`config.mk`:
```
export PLATFORM = sky130hd
export DESIGN_NAME = gpio_override_port
export DESIGN_NICKNAME = d
export VERILOG_FILES = /design/src/rtl/gpio_ovr_pkg.sv /design/src/rtl/gpio_ovr_sync.sv /design/src/rtl/gpio_ovr_regs.sv /design/src/rtl/gpio_ovr_pinmux.sv /design/src/rtl/gpio_override_port.sv
export SDC_FILE = /design/constraint.sdc
export NUM_CORES = 1
export LEC_CHECK = 0
export ABC_AREA = 1
export BUFFER_PORTS_ARGS = -buffer_cell sky130_fd_sc_hd__buf_2
export CORE_MARGIN = 10
export CORE_UTILIZATION = 40
export CTS_BUF_LIST = sky130_fd_sc_hd__clkbuf_8 sky130_fd_sc_hd__clkbuf_16
export DETAILED_ROUTE_END_ITERATION = 8
export PLACE_DENSITY = 0.75
export SYNTH_ARGS = -nofsm -noshare
export SYNTH_HDL_FRONTEND = slang
export SYNTH_HIERARCHICAL = 1
export SYNTH_SLANG_ARGS = --single-unit
```
`constraint.sdc`:
```
create_clock -name clk -period 1.9 [get_ports clk]
set_input_delay 0.285 -clock clk [delete_from_list [all_inputs] [get_ports clk]]
set_output_delay 0.285 -clock clk [all_outputs]
set_load 0.1 [all_outputs]
```
`src/rtl/gpio_ovr_pkg.sv`:
```
package gpio_ovr_pkg;

   localparam int unsigned REG_AW = 2;

   typedef enum logic [REG_AW-1:0] {
      OFS_DATA = 2'd0,
      OFS_DIR  = 2'd1,
      OFS_PIN  = 2'd2,
      OFS_RSVD = 2'd3
   } reg_ofs_e;

   typedef enum logic [1:0] {
      OWN_PORT    = 2'd0,
      OWN_UART_RX = 2'd1,
      OWN_UART_TX = 2'd2,
      OWN_SPI     = 2'd3
   } pin_owner_e;

endpackage

```
`src/rtl/gpio_ovr_sync.sv`:
```
module gpio_ovr_sync #(
   parameter int unsigned WIDTH  = 8,
   parameter int unsigned STAGES = 2
) (
   input  logic             clk,
   input  logic             rst_n,
   input  logic [WIDTH-1:0] d,
   output logic [WIDTH-1:0] q
);

   logic [WIDTH-1:0] stg [STAGES];

   for (genvar s = 0; s < STAGES; s++) begin : g_stage
      if (s == 0) begin : g_first
         always_ff @(posedge clk or negedge rst_n) begin
            if (!rst_n) stg[s] <= '0;
            else        stg[s] <= d;
         end
      end else begin : g_next
         always_ff @(posedge clk or negedge rst_n) begin
            if (!rst_n) stg[s] <= '0;
            else        stg[s] <= stg[s-1];
         end
      end
   end

   assign q = stg[STAGES-1];

endmodule

```
`src/rtl/gpio_ovr_regs.sv`:
```
module gpio_ovr_regs
   import gpio_ovr_pkg::*;
#(
   parameter int unsigned PIN_W = 8
) (
   input  logic              clk,
   input  logic              rst_n,
   input  logic              wr_en,
   input  logic [REG_AW-1:0] addr,
   input  logic [PIN_W-1:0]  wdata,
   input  logic [PIN_W-1:0]  pin_sync,
   output logic [PIN_W-1:0]  rdata,
   output logic [PIN_W-1:0]  data_q,
   output logic [PIN_W-1:0]  dir_q
);

   always_ff @(posedge clk or negedge rst_n) begin
      if (!rst_n) begin
         data_q <= '0;
         dir_q  <= '0;
      end else if (wr_en) begin
         if (addr == OFS_DATA) data_q <= wdata;
         if (addr == OFS_DIR)  dir_q  <= wdata;
      end
   end

   always_comb begin
      unique case (reg_ofs_e'(addr))
         OFS_DATA: rdata = (data_q & dir_q) | (pin_sync & ~dir_q);
         OFS_DIR:  rdata = dir_q;
         OFS_PIN:  rdata = pin_sync;
         default:  rdata = '0;
      endcase
   end

endmodule

```
`src/rtl/gpio_ovr_pinmux.sv`:
```
module gpio_ovr_pinmux
   import gpio_ovr_pkg::*;
#(
   parameter int unsigned PIN_W    = 8,
   parameter int unsigned N_UART   = 2,
   parameter int unsigned SPI_PINS = 4
) (
   input  logic [PIN_W-1:0]    dir_q,
   input  logic [PIN_W-1:0]    data_q,
   input  logic [N_UART-1:0]   uart_en,
   input  logic [N_UART-1:0]   uart_tx,
   input  logic                spi_en,
   input  logic [SPI_PINS-1:0] spi_dir,
   input  logic [SPI_PINS-1:0] spi_out,
   output logic [PIN_W-1:0]    pad_out,
   output logic [PIN_W-1:0]    pad_oe
);

   localparam int unsigned UART_PINS = 2 * N_UART;
   localparam int unsigned SPI_BASE  = UART_PINS;
   localparam int unsigned SPI_END   = SPI_BASE + SPI_PINS;

   for (genvar i = 0; i < PIN_W; i++) begin : g_pin
      pin_owner_e owner;

      if (i < UART_PINS) begin : g_uart
         localparam int unsigned CH    = i / 2;
         localparam bit          IS_TX = (i % 2) == 1;
         always_comb begin
            if (!uart_en[CH]) owner = OWN_PORT;
            else if (IS_TX)   owner = OWN_UART_TX;
            else              owner = OWN_UART_RX;
         end
         always_comb begin
            unique case (owner)
               OWN_UART_TX: begin pad_oe[i] = 1'b1; pad_out[i] = uart_tx[CH]; end
               OWN_UART_RX: begin pad_oe[i] = 1'b0; pad_out[i] = 1'b0;        end
               default:     begin pad_oe[i] = dir_q[i]; pad_out[i] = data_q[i]; end
            endcase
         end
      end else if (i < SPI_END) begin : g_spi
         localparam int unsigned J = i - SPI_BASE;
         assign owner = spi_en ? OWN_SPI : OWN_PORT;
         always_comb begin
            if (owner == OWN_SPI) begin
               pad_oe[i]  = spi_dir[J];
               pad_out[i] = spi_out[J];
            end else begin
               pad_oe[i]  = dir_q[i];
               pad_out[i] = data_q[i];
            end
         end
      end else begin : g_plain
         assign owner      = OWN_PORT;
         assign pad_oe[i]  = dir_q[i];
         assign pad_out[i] = data_q[i];
      end
   end

endmodule

```
`src/rtl/gpio_override_port.sv`:
```
module gpio_override_port
   import gpio_ovr_pkg::*;
#(
   parameter int unsigned PIN_W       = 8,
   parameter int unsigned N_UART      = 2,
   parameter int unsigned SPI_PINS    = 4,
   parameter int unsigned SYNC_STAGES = 2
) (
   input  logic                clk,
   input  logic                rst_n,
   input  logic                bus_sel,
   input  logic                bus_wr,
   input  logic [REG_AW-1:0]   bus_addr,
   input  logic [PIN_W-1:0]    bus_wdata,
   output logic [PIN_W-1:0]    bus_rdata,
   input  logic [PIN_W-1:0]    pad_in,
   output logic [PIN_W-1:0]    pad_out,
   output logic [PIN_W-1:0]    pad_oe,
   input  logic [N_UART-1:0]   uart_en,
   input  logic [N_UART-1:0]   uart_tx,
   input  logic                spi_en,
   input  logic [SPI_PINS-1:0] spi_dir,
   input  logic [SPI_PINS-1:0] spi_out
);

   localparam int unsigned OWNED_PINS = 2 * N_UART + SPI_PINS;

   if (OWNED_PINS > PIN_W) begin : g_bad_map
      $error("peripheral pins exceed port width");
   end
   if (SYNC_STAGES < 2) begin : g_bad_sync
      $error("synchronizer needs at least two stages");
   end

   logic             wr_en;
   logic [PIN_W-1:0] sync_q;
   logic [PIN_W-1:0] data_q;
   logic [PIN_W-1:0] dir_q;

   assign wr_en = bus_sel & bus_wr;

   gpio_ovr_sync #(.WIDTH(PIN_W), .STAGES(SYNC_STAGES)) u_sync (
      .clk   (clk),
      .rst_n (rst_n),
      .d     (pad_in),
      .q     (sync_q)
   );

   gpio_ovr_regs #(.PIN_W(PIN_W)) u_regs (
      .clk      (clk),
      .rst_n    (rst_n),
      .wr_en    (wr_en),
      .addr     (bus_addr),
      .wdata    (bus_wdata),
      .pin_sync (sync_q),
      .rdata    (bus_rdata),
      .data_q   (data_q),
      .dir_q    (dir_q)
   );

   gpio_ovr_pinmux #(.PIN_W(PIN_W), .N_UART(N_UART), .SPI_PINS(SPI_PINS)) u_mux (
      .dir_q   (dir_q),
      .data_q  (data_q),
      .uart_en (uart_en),
      .uart_tx (uart_tx),
      .spi_en  (spi_en),
      .spi_dir (spi_dir),
      .spi_out (spi_out),
      .pad_out (pad_out),
      .pad_oe  (pad_oe)
   );

endmodule

```
==> flow_metrics.env <==
export IMPL_clock_root_buffer="clkbuf_8"
export IMPL_viasPerCell=4.52
export IMPL_syn_area_um2=1680
export IMPL_critical_path_class="flop to output port"
export IMPL_track_usage=0.117
export IMPL_crit_fanout=5
export IMPL_crit_required_ns=1.62
export IMPL_overflow=0
export IMPL_finalCritPeriodShare=0.821
export IMPL_yosysSeqAreaShare=0.476
export IMPL_fin_ws_ns=0.341
export IMPL_p_seq_frac=0.366
export IMPL_postRouteAntennaNets=0
export IMPL_rows=23
export IMPL_endpoint_kind="output port"
export IMPL_finalSetupViolations=0
export IMPL_diodes=0
export IMPL_num_vias=1522
export IMPL_cts_path_max_buffers=2
export IMPL_cts_buffers=5
export IMPL_drtIter0Drc=77
export IMPL_setup_tns_ns=0
export IMPL_fin_skew_ns=0.000484
export IMPL_pre_cts_ws_ns=0.428
export IMPL_start_kind="flop"
export IMPL_finish_utilization=0.537
export IMPL_gp_congestion=0.809
export IMPL_relSlewSlack=0.529
export IMPL_wl_um=4230
export IMPL_hold_path_class="primary input to async pin"
export IMPL_htreeDepth=2
export IMPL_grt_max_degree=33
export IMPL_cts_resized=0
export IMPL_p_int_mw=1.28
export IMPL_cts_tree="done"
export IMPL_first_global_vias=1554
export IMPL_rsz0062_at_grt="false"
export IMPL_cp_arrival_ns=1.27
export IMPL_syn_nets=267
export IMPL_synthToLayoutAreaGrowth_pct=28.6
export IMPL_outcome="completed"
export IMPL_drc=0
export IMPL_cts_clk_slew_worst_paths_ns=0.06
export IMPL_fill_cells=394
export IMPL_reg2reg_to="u_regs/dir_q[4]$_DFFE_PN0P_"
export IMPL_synth_ff_latch_count=32
export IMPL_pwr_share_comb=0.408
export IMPL_endpoint="pad_oe[3]"
export IMPL_nNetsFinal=321
export IMPL_timing_final_crit_period_ns=1.56
export IMPL_p_leak_nw=1.29
export IMPL_dieHeight_um=84.9
export IMPL_initial_core_util=0.418
export IMPL_numPortBuffers=58
export IMPL_clock_sinks=32
export IMPL_ys_warn_count=6
export IMPL_postCtsHoldBufs=0
export IMPL_r2r_slack_ns=1.22
export IMPL_slew_violations=0
export IMPL_max_cap_viol_count=0
export IMPL_r2r_start="u_regs/dir_q[4]$_DFFE_PN0P_"
export IMPL_fmax_ghz=0.641
export IMPL_syn_inst=232
export IMPL_worstMarginPinSlew_ns=0.707
export IMPL_p_clk_frac=0.225
export IMPL_grt_pass1_wl_um=6920
export IMPL_num_io_pins=59
export IMPL_power_density_nw_per_um2=1050
export IMPL_p_sw_uw=996
export IMPL_postCtsSetupRepairBufs=0
export IMPL_peakVddDrop_mv=0.576
export IMPL_drive_above_1_share=0.279
export IMPL_hold_viol_final=0
export IMPL_core_um2=4030
export IMPL_swShare=0.437
export IMPL_dieArea_um2=7200
export IMPL_syn_mean_instance_area_um2=7.25
export IMPL_first_pass_iters=4
export IMPL_hpwl_um=3220
export IMPL_synth_distinct_cells=14
export IMPL_die_w_um=84.9
export IMPL_worstSetupStartpoint="u_regs/dir_q[3]$_DFFE_PN0P_"
export IMPL_clk_latency_ns=0.28
export IMPL_rr_worst_depth=2
export IMPL_antenna_found_initial=0
export IMPL_routedWlPerCell_um=12.5
## metrics by stage
step           cells  instance area, um2  hold slack [ns]  total power, mW
5_1_grt          337                2160           0.0924             2.39
3_5_place_dp     329                2070            0.335             1.78
3_3_place_gp     329                2070            0.332             1.77
4_1_cts          337                2160           0.0707             2.30
2_1_floorplan    232                1690          -0.0106             1.55
6_report         337                2160           0.0499             2.28
## cell type report
cell class / instances / area (um2) / share of cell area
sequential: 32 / 801 / 0.370
tap: 50 / 62.6 / 0.0289
multi-input combinational: 144 / 619 / 0.286
clock buffer: 6 / 82.6 / 0.0382
inverter: 43 / 166 / 0.0769
timing repair buffer: 60 / 425 / 0.197
clock inverter: 2 / 7.51 / 0.00347
## power groups by stage
stage	Sequential (mW)	Clock, mW	Combinational [mW]
after global routing	0.850	0.553	0.988
final	0.835	0.513	0.931
after global placement	0.847	0	0.922
after detailed placement	0.848	0	0.935
after CTS	0.836	0.526	0.937
after floorplan	0.827	0	0.719
## layer usage
layer,share of wire,up-vias,global-route usage,routed length (um)
li1,-,787,-,-
met1,0.39,680,0.118,1670
met2,0.52,49,0.209,2200
met3,0.073,6,0.0526,310
met4,0.011,0,0.0404,48
met5,0,-,0,0
## synth_stat cells, drive strengths merged
cell | count | area, um2
clkinv | 1 | 8.76
nand3 | 33 | 178
nand2 | 104 | 393
inv | 42 | 158
dfrtp | 32 | 801
or2 | 2 | 12.5
buf | 13 | 106
nor2 | 5 | 26.3
## layout by cell type (no fill, tap or decap)
cell type	netlist	final
clkbuf_8	0	6
or2_2	2	2
nand2_1	103	103
inv_2	4	4
dfrtp_1	32	32
nand2_2	1	1
clkinv_4	1	1
buf_2	1	50
inv_1	38	40
nor2_2	0	4
nand3_1	32	32
buf_12	0	8
buf_4	9	2
nor2_4	1	1
nand3_4	1	1
## registers in the layout, summed over array words and instances (netlist names)
signal,cells
u_regs/dir_q,8
u_regs/data_q,8
u_sync/q,8
u_sync/stg,8
## logic make-up (layout without fill, tap and decap cells)
family | Yosys count | count (layout) | share of synthesized area
buf+inv | 56 | 111 | 0.162
flops | 32 | 32 | 0.476
simple gates | 144 | 144 | 0.362
## worst min-delay path by stage
stage | slack [ns] | start | endpoint | cells past startpoint
finish | 0.05 | rst_n | u_sync/stg[10]$_DFF_PN0_ | 1
global route | 0.09 | rst_n | u_regs/dir_q[0]$_DFFE_PN0P_ | 1
CTS | 0.07 | rst_n | u_regs/dir_q[6]$_DFFE_PN0P_ | 1
detailed placement | 0.33 | u_sync/stg[15]$_DFF_PN0_ | u_sync/q[7]$_DFF_PN0_ | 0
global placement | 0.33 | u_sync/stg[13]$_DFF_PN0_ | u_sync/q[5]$_DFF_PN0_ | 0
floorplan | -0.01 | rst_n | u_regs/data_q[0]$_DFFE_PN0P_ | 0
## worst max-delay path: stages, from the launching register on
cell     delay, ns
dfrtp_1       0.42
or2_2         0.28
buf_2         0.29
Note: power is estimated with default switching activity, not from simulation.
